### config.mk
export PLATFORM = sky130hd
export DESIGN_NAME = ocu_pair
export DESIGN_NICKNAME = d
export VERILOG_FILES = /design/src/rtl/ocu_pkg.sv /design/src/rtl/ocu_sample.sv /design/src/rtl/ocu_cmp_chan.sv /design/src/rtl/ocu_ctrl.sv /design/src/rtl/ocu_pair.sv
export SDC_FILE = /design/constraint.sdc
export NUM_CORES = 1
export LEC_CHECK = 0
export BUFFER_PORTS_ARGS = -buffer_cell sky130_fd_sc_hd__buf_2
export CAP_MARGIN = 20
export CORE_ASPECT_RATIO = 1.5
export CORE_UTILIZATION = 30
export DETAILED_ROUTE_END_ITERATION = 16
export GPL_ROUTABILITY_DRIVEN = 0
export PLACE_DENSITY = 0.52
export SYNTH_ARGS = -nofsm -noshare
export SYNTH_HDL_FRONTEND = slang
export SYNTH_HIERARCHICAL = 1
export SYNTH_SLANG_ARGS = --single-unit
### constraint.sdc
create_clock -name clk -period 5.5 [get_ports clk]
set_input_delay 0.275 -clock clk [delete_from_list [all_inputs] [get_ports clk]]
set_output_delay 0.275 -clock clk [all_outputs]
set_load 0.005 [all_outputs]
### src/rtl/ocu_pkg.sv
package ocu_pkg;

    localparam int OCU_DW  = 16;
    localparam int CTRL_W  = 16;
    localparam int NCH     = 2;

    localparam int PAIR_BIT = 12;
    localparam int DRV_LSB  = 10;
    localparam int LVL_LSB  = 8;
    localparam int FLAG_LSB = 6;
    localparam int FEN_LSB  = 4;
    localparam int RUN_LSB  = 0;

    typedef enum logic [1:0] {
        ADDR_CMP0 = 2'd0,
        ADDR_CMP1 = 2'd1,
        ADDR_CTRL = 2'd2,
        ADDR_NONE = 2'd3
    } ocu_addr_e;

    typedef struct packed {
        logic           pair_mode;
        logic [NCH-1:0] drive_en;
        logic [NCH-1:0] level;
        logic [NCH-1:0] flag;
        logic [NCH-1:0] flag_en;
        logic [NCH-1:0] run;
    } ocu_ctrl_t;

    function automatic ocu_ctrl_t unpack_ctrl(input logic [CTRL_W-1:0] w);
        ocu_ctrl_t c;
        c.pair_mode = w[PAIR_BIT];
        c.drive_en  = w[DRV_LSB  +: NCH];
        c.level     = w[LVL_LSB  +: NCH];
        c.flag      = w[FLAG_LSB +: NCH];
        c.flag_en   = w[FEN_LSB  +: NCH];
        c.run       = w[RUN_LSB  +: NCH];
        return c;
    endfunction

    function automatic logic [CTRL_W-1:0] pack_ctrl(input ocu_ctrl_t c);
        logic [CTRL_W-1:0] w;
        w = '0;
        w[PAIR_BIT]          = c.pair_mode;
        w[DRV_LSB  +: NCH]   = c.drive_en;
        w[LVL_LSB  +: NCH]   = c.level;
        w[FLAG_LSB +: NCH]   = c.flag;
        w[FEN_LSB  +: NCH]   = c.flag_en;
        w[RUN_LSB  +: NCH]   = c.run;
        return w;
    endfunction

endpackage

### src/rtl/ocu_sample.sv
// Detects a change of the counter value since the previous cycle.
// The previous-value register loads every cycle, reset included, so a
// value held across reset release is not treated as fresh.
module ocu_sample #(
    parameter int DW = ocu_pkg::OCU_DW
) (
    input  logic          clk,
    input  logic [DW-1:0] value,
    output logic          fresh
);
    logic [DW-1:0] prev_q;

    always_ff @(posedge clk) begin
        prev_q <= value;
    end

    assign fresh = (value != prev_q);
endmodule

### src/rtl/ocu_cmp_chan.sv
// One compare channel: compare word storage and match detection.
module ocu_cmp_chan #(
    parameter int DW = ocu_pkg::OCU_DW
) (
    input  logic          clk,
    input  logic          rst,
    input  logic          wr_en,
    input  logic [DW-1:0] wdata,
    input  logic [DW-1:0] count,
    input  logic          fresh,
    input  logic          run,
    output logic [DW-1:0] cmp_q,
    output logic          hit
);
    always_ff @(posedge clk) begin
        if (rst) begin
            cmp_q <= '0;
        end else if (wr_en) begin
            cmp_q <= wdata;
        end
    end

    // Match uses the word held this cycle; a same-cycle write lands next cycle.
    assign hit = run && fresh && (count == cmp_q);
endmodule

### src/rtl/ocu_ctrl.sv
// Shared control word: flags, levels and enables for the channel pair.
module ocu_ctrl
    import ocu_pkg::*;
#(
    parameter int DW = OCU_DW
) (
    input  logic           clk,
    input  logic           rst,
    input  logic           wr_en,
    input  logic [DW-1:0]  wdata,
    input  logic [NCH-1:0] hit,
    output ocu_ctrl_t      ctrl_q
);
    ocu_ctrl_t      wr_view;
    ocu_ctrl_t      base;
    ocu_ctrl_t      ctrl_d;
    logic [NCH-1:0] toggle;

    always_comb begin
        wr_view = unpack_ctrl(wdata[CTRL_W-1:0]);
        base    = ctrl_q;
        if (wr_en) begin
            base      = wr_view;
            base.flag = ctrl_q.flag & wr_view.flag;
        end
    end

    // Even channels follow their own match; odd channels may also follow
    // their even neighbour when pairing is on (counted once on a double hit).
    for (genvar g = 0; g < NCH; g++) begin : g_tog
        if (g % 2 == 0) begin : g_even
            assign toggle[g] = hit[g];
        end else begin : g_odd
            assign toggle[g] = ctrl_q.pair_mode ? (hit[g] | hit[g-1]) : hit[g];
        end
    end

    always_comb begin
        ctrl_d       = base;
        ctrl_d.flag  = base.flag | hit;
        ctrl_d.level = base.level ^ (toggle & ctrl_q.drive_en);
    end

    always_ff @(posedge clk) begin
        if (rst) begin
            ctrl_q <= '0;
        end else begin
            ctrl_q <= ctrl_d;
        end
    end
endmodule

### src/rtl/ocu_pair.sv
module ocu_pair
    import ocu_pkg::*;
#(
    parameter int DW = OCU_DW
) (
    input  logic           clk,
    input  logic           rst,
    input  logic           bus_we,
    input  logic [1:0]     bus_addr,
    input  logic [DW-1:0]  bus_wdata,
    output logic [DW-1:0]  bus_rdata,
    input  logic [DW-1:0]  frc_value,
    output logic [NCH-1:0] irq,
    output logic [NCH-1:0] pin_out
);
    logic                    fresh;
    logic [NCH-1:0]          hit;
    logic [NCH-1:0][DW-1:0]  cmp_q;
    ocu_ctrl_t               ctrl_q;
    logic                    ctrl_wr;

    ocu_sample #(.DW(DW)) u_sample (
        .clk   (clk),
        .value (frc_value),
        .fresh (fresh)
    );

    for (genvar g = 0; g < NCH; g++) begin : g_chan
        localparam logic [1:0] MY_ADDR = 2'(g);
        ocu_cmp_chan #(.DW(DW)) u_chan (
            .clk   (clk),
            .rst   (rst),
            .wr_en (bus_we && (bus_addr == MY_ADDR)),
            .wdata (bus_wdata),
            .count (frc_value),
            .fresh (fresh),
            .run   (ctrl_q.run[g]),
            .cmp_q (cmp_q[g]),
            .hit   (hit[g])
        );
    end

    assign ctrl_wr = bus_we && (bus_addr == ADDR_CTRL);

    ocu_ctrl #(.DW(DW)) u_ctrl (
        .clk    (clk),
        .rst    (rst),
        .wr_en  (ctrl_wr),
        .wdata  (bus_wdata),
        .hit    (hit),
        .ctrl_q (ctrl_q)
    );

    always_comb begin
        case (ocu_addr_e'(bus_addr))
            ADDR_CMP0: bus_rdata = cmp_q[0];
            ADDR_CMP1: bus_rdata = cmp_q[1];
            ADDR_CTRL: bus_rdata = DW'(pack_ctrl(ctrl_q));
            default:   bus_rdata = '0;
        endcase
    end

    assign irq     = ctrl_q.flag & ctrl_q.flag_en;
    assign pin_out = ctrl_q.level & ctrl_q.drive_en;
endmodule

==> impl_metrics.toml <==
[status]
status = "complete, no violations"

[cts]
clock_latency_ns = 0.33
post_cts_buffers = 0
cts-root-buf = "clkbuf_16"
clk_pin_slew_ns = 0.05
clock_path_buffers = 2
htree_levels = 3
cts_tree = "done"
cts_sinks = 59
cts_buffers = 9
ctsResizeCount = 0
cts.hold.buffers_added = 0

[routing]
wirelength_mm = 7.428
routed_via_density = 4.750
wl_per_cell_um = 16.88
dr.pass1.iters = 4
route.detailed.drc = 0
num_vias = 2090
drt_iter0_drc = 88
ant_nets = 0

[synthesis]
yosysSeqAreaShare_pct = 42.37
netlist-cell-type-count = 26
synthesis.instances = 272
syn_area_per_cell_um2 = 10.25
syn_area_um2 = 2788
ys_warn_count = 6
ys_ff_latch = 59
syn_nets = 309

[power_and_ir_drop]
ir_drop_mv = 0.1559
p_per_area_nw_per_um2 = 318.5
p_int_uw = 821.0
p_comb_share_pct = 10.1
seq_power_share_pct = 42.3
p_leak_uw = 0.001367
sw_frac_of_total_pct = 24.00
power_switching_uw = 259.3
p_clk_share_pct = 47.6

[floorplanning]
rows = 42
core-area_um2 = 8934
die-area_um2 = 9689
ios = 57
fp.dieH_um = 120.1
die_w_um = 80.71
start_util_pct = 31.20

[worst_setup_path]
setup.worst_path.end_class = "flop"
cpMaxStageDelayCell = "or4_1"
crit_arrival_ns = 2.30
crit_top_cell = "nand3_1"
reg2reg_from = "u_sample/prev_q[14]"
path_class = "flop to flop"
startpoint = "u_sample/prev_q[14]"
crit_buf_inv = 0
cp-start-kind = "flop"
cp.required_ns = 5.68
crit_family = "simple AND/OR/NAND/NOR gates"
path_cells = "xor2_1, nor4_1, nand4_1, nand3_1, or4_1, nor4_2, a21o_1, nand3_1, nor3b_1"
slowest_delay_ns = 0.52
crit_fanout = 3

[sta]
setup_tns_ns = 0
fmax_mhz = 471.5
timing.final.hold_violations = 0
tightestPinTransition_ns = 0.9335
post-route-period-util_pct = 38.56
setup_viol = 0
setup_slack_ns = 3.379
drv_slew = 0
fin_crit_ns = 2.121
rsz0062_at_grt = "false"
slew_headroom_pct = 37.50
skew_ns = 0.005017

[place]
hpwl_mm = 5.463
portBuffers = 56
dp_slack_ns = 3.052

[layout]
drive_gt1_share_pct = 23.03
final_common_cell = "dfxtp_1"
area_growth_pct = 21.68
final_cell_mix = "dfxtp_1, mux2i_1, buf_2, nor2_1, xnor2_1"
nets = 362
diodes = 0

[grt]
grt_overflow = 0
grt_max_degree = 44
antenna_found_initial = 0
grt_pass1_wl_mm = 11.49
grt_pass1_vias = 2136
grtUsageTotal_pct = 16.72

[worst_hold_path]
hp-start = "frc_value[10]"
hold_class = "primary input to flop"

[flow_run]
drv_cap = 0
## sequential cells by signal (all words and copies together), names as in the netlist
signal               cells
g_chan.u_chan/cmp_q     32
u_ctrl/ctrl_q           11
u_sample/prev_q         16
## layer usage
layer	share of wire, %	GRT usage (%)
met5	0	0
met4	2.3	8.482
met3	4.2	4.639
met2	51	27.65
met1	43	19.30
## synthesized netlist by cell type, drive strengths merged
| cell | number | area, µm² |
|---|---|---|
| nor2b | 1 | 13.76 |
| a21o | 1 | 7.510 |
| xnor2 | 27 | 236.5 |
| buf | 11 | 85.08 |
| nor4 | 6 | 50.04 |
| nand2b | 2 | 12.51 |
| and2 | 5 | 31.28 |
| nand4 | 7 | 43.79 |
| clkbuf | 4 | 15.01 |
| xor2 | 22 | 192.7 |
| nor2 | 47 | 176.4 |
| or4 | 2 | 15.01 |
| nand3 | 3 | 15.01 |
| dfxtp | 59 | 1181 |
| a21oi | 3 | 15.01 |
| nor3b | 2 | 15.01 |
| and3b | 1 | 10.01 |
| nand2 | 1 | 3.750 |
| mux2 | 1 | 11.26 |
| mux2i | 56 | 560.5 |
| o2bb2ai | 11 | 96.34 |
## layout make-up
class / count / area [µm²]
fillers: 969 / 5542
multi-input cells: 198 / 1511
flip-flops and latches: 59 / 1181
repair buffers: 57 / 287.8
clock buffers: 14 / 264.0
well taps: 110 / 137.6
clock inverters: 2 / 10.01
## worst paths after layout
kind	endpoint	slack, ns	cells after the start
worst min register to register	u_ctrl/ctrl_q[2]	0.52	2
worst max-delay path	u_ctrl/ctrl_q[7]	3.38	9
worst max register to register	u_ctrl/ctrl_q[7]	3.38	9
worst min-delay path	u_sample/prev_q[10]	0.12	1
## kinds of logic (layout without fill, tap and decap cells)
logic type,Yosys count,after routing,share of synthesized area (%)
AO/OA/AOI/OAI,15,15,4.264
multiplexers,57,57,20.51
buffers and inverters,15,73,3.590
AND/OR/NAND/NOR,77,77,13.87
XOR/XNOR,49,49,15.39
flip-flops,59,59,42.37
## worst reg2reg max path, stage by stage (launching register included)
cell     delay, ns
dfxtp_1       0.32
xor2_1        0.23
nor4_1        0.10
nand4_1       0.10
nand3_1       0.07
or4_1         0.52
nor4_2        0.24
a21o_1        0.19
nand3_1       0.07
nor3b_1       0.14
## per-stage QoR
stage | area, µm² | hold WS (ns) | total power [µW] | instances | utilization (%)
after global routing | 3392 | 0.1110 | 1122 | 440 | 37.97
after detailed placement | 3118 | 0.4534 | 576.3 | 424 | 34.90
after floorplan | 2788 | 0.3027 | 532.4 | 272 | -
final | 3392 | 0.1199 | 1080 | 440 | 37.97
after global placement | 3118 | 0.4529 | 575.5 | 424 | 34.90
after CTS | 3392 | 0.1102 | 1094 | 440 | 37.97
## power by group through the flow
stage                     clock, µW  sequential (µW)  combinational [µW]
final                           514              457                 109
after global routing            544              459                 119
after detailed placement          0              466                 110
after global placement            0              465                 110
after floorplan                   0              463                69.9
after CTS                       526              457                 111
(Power assumes the default switching activity.)
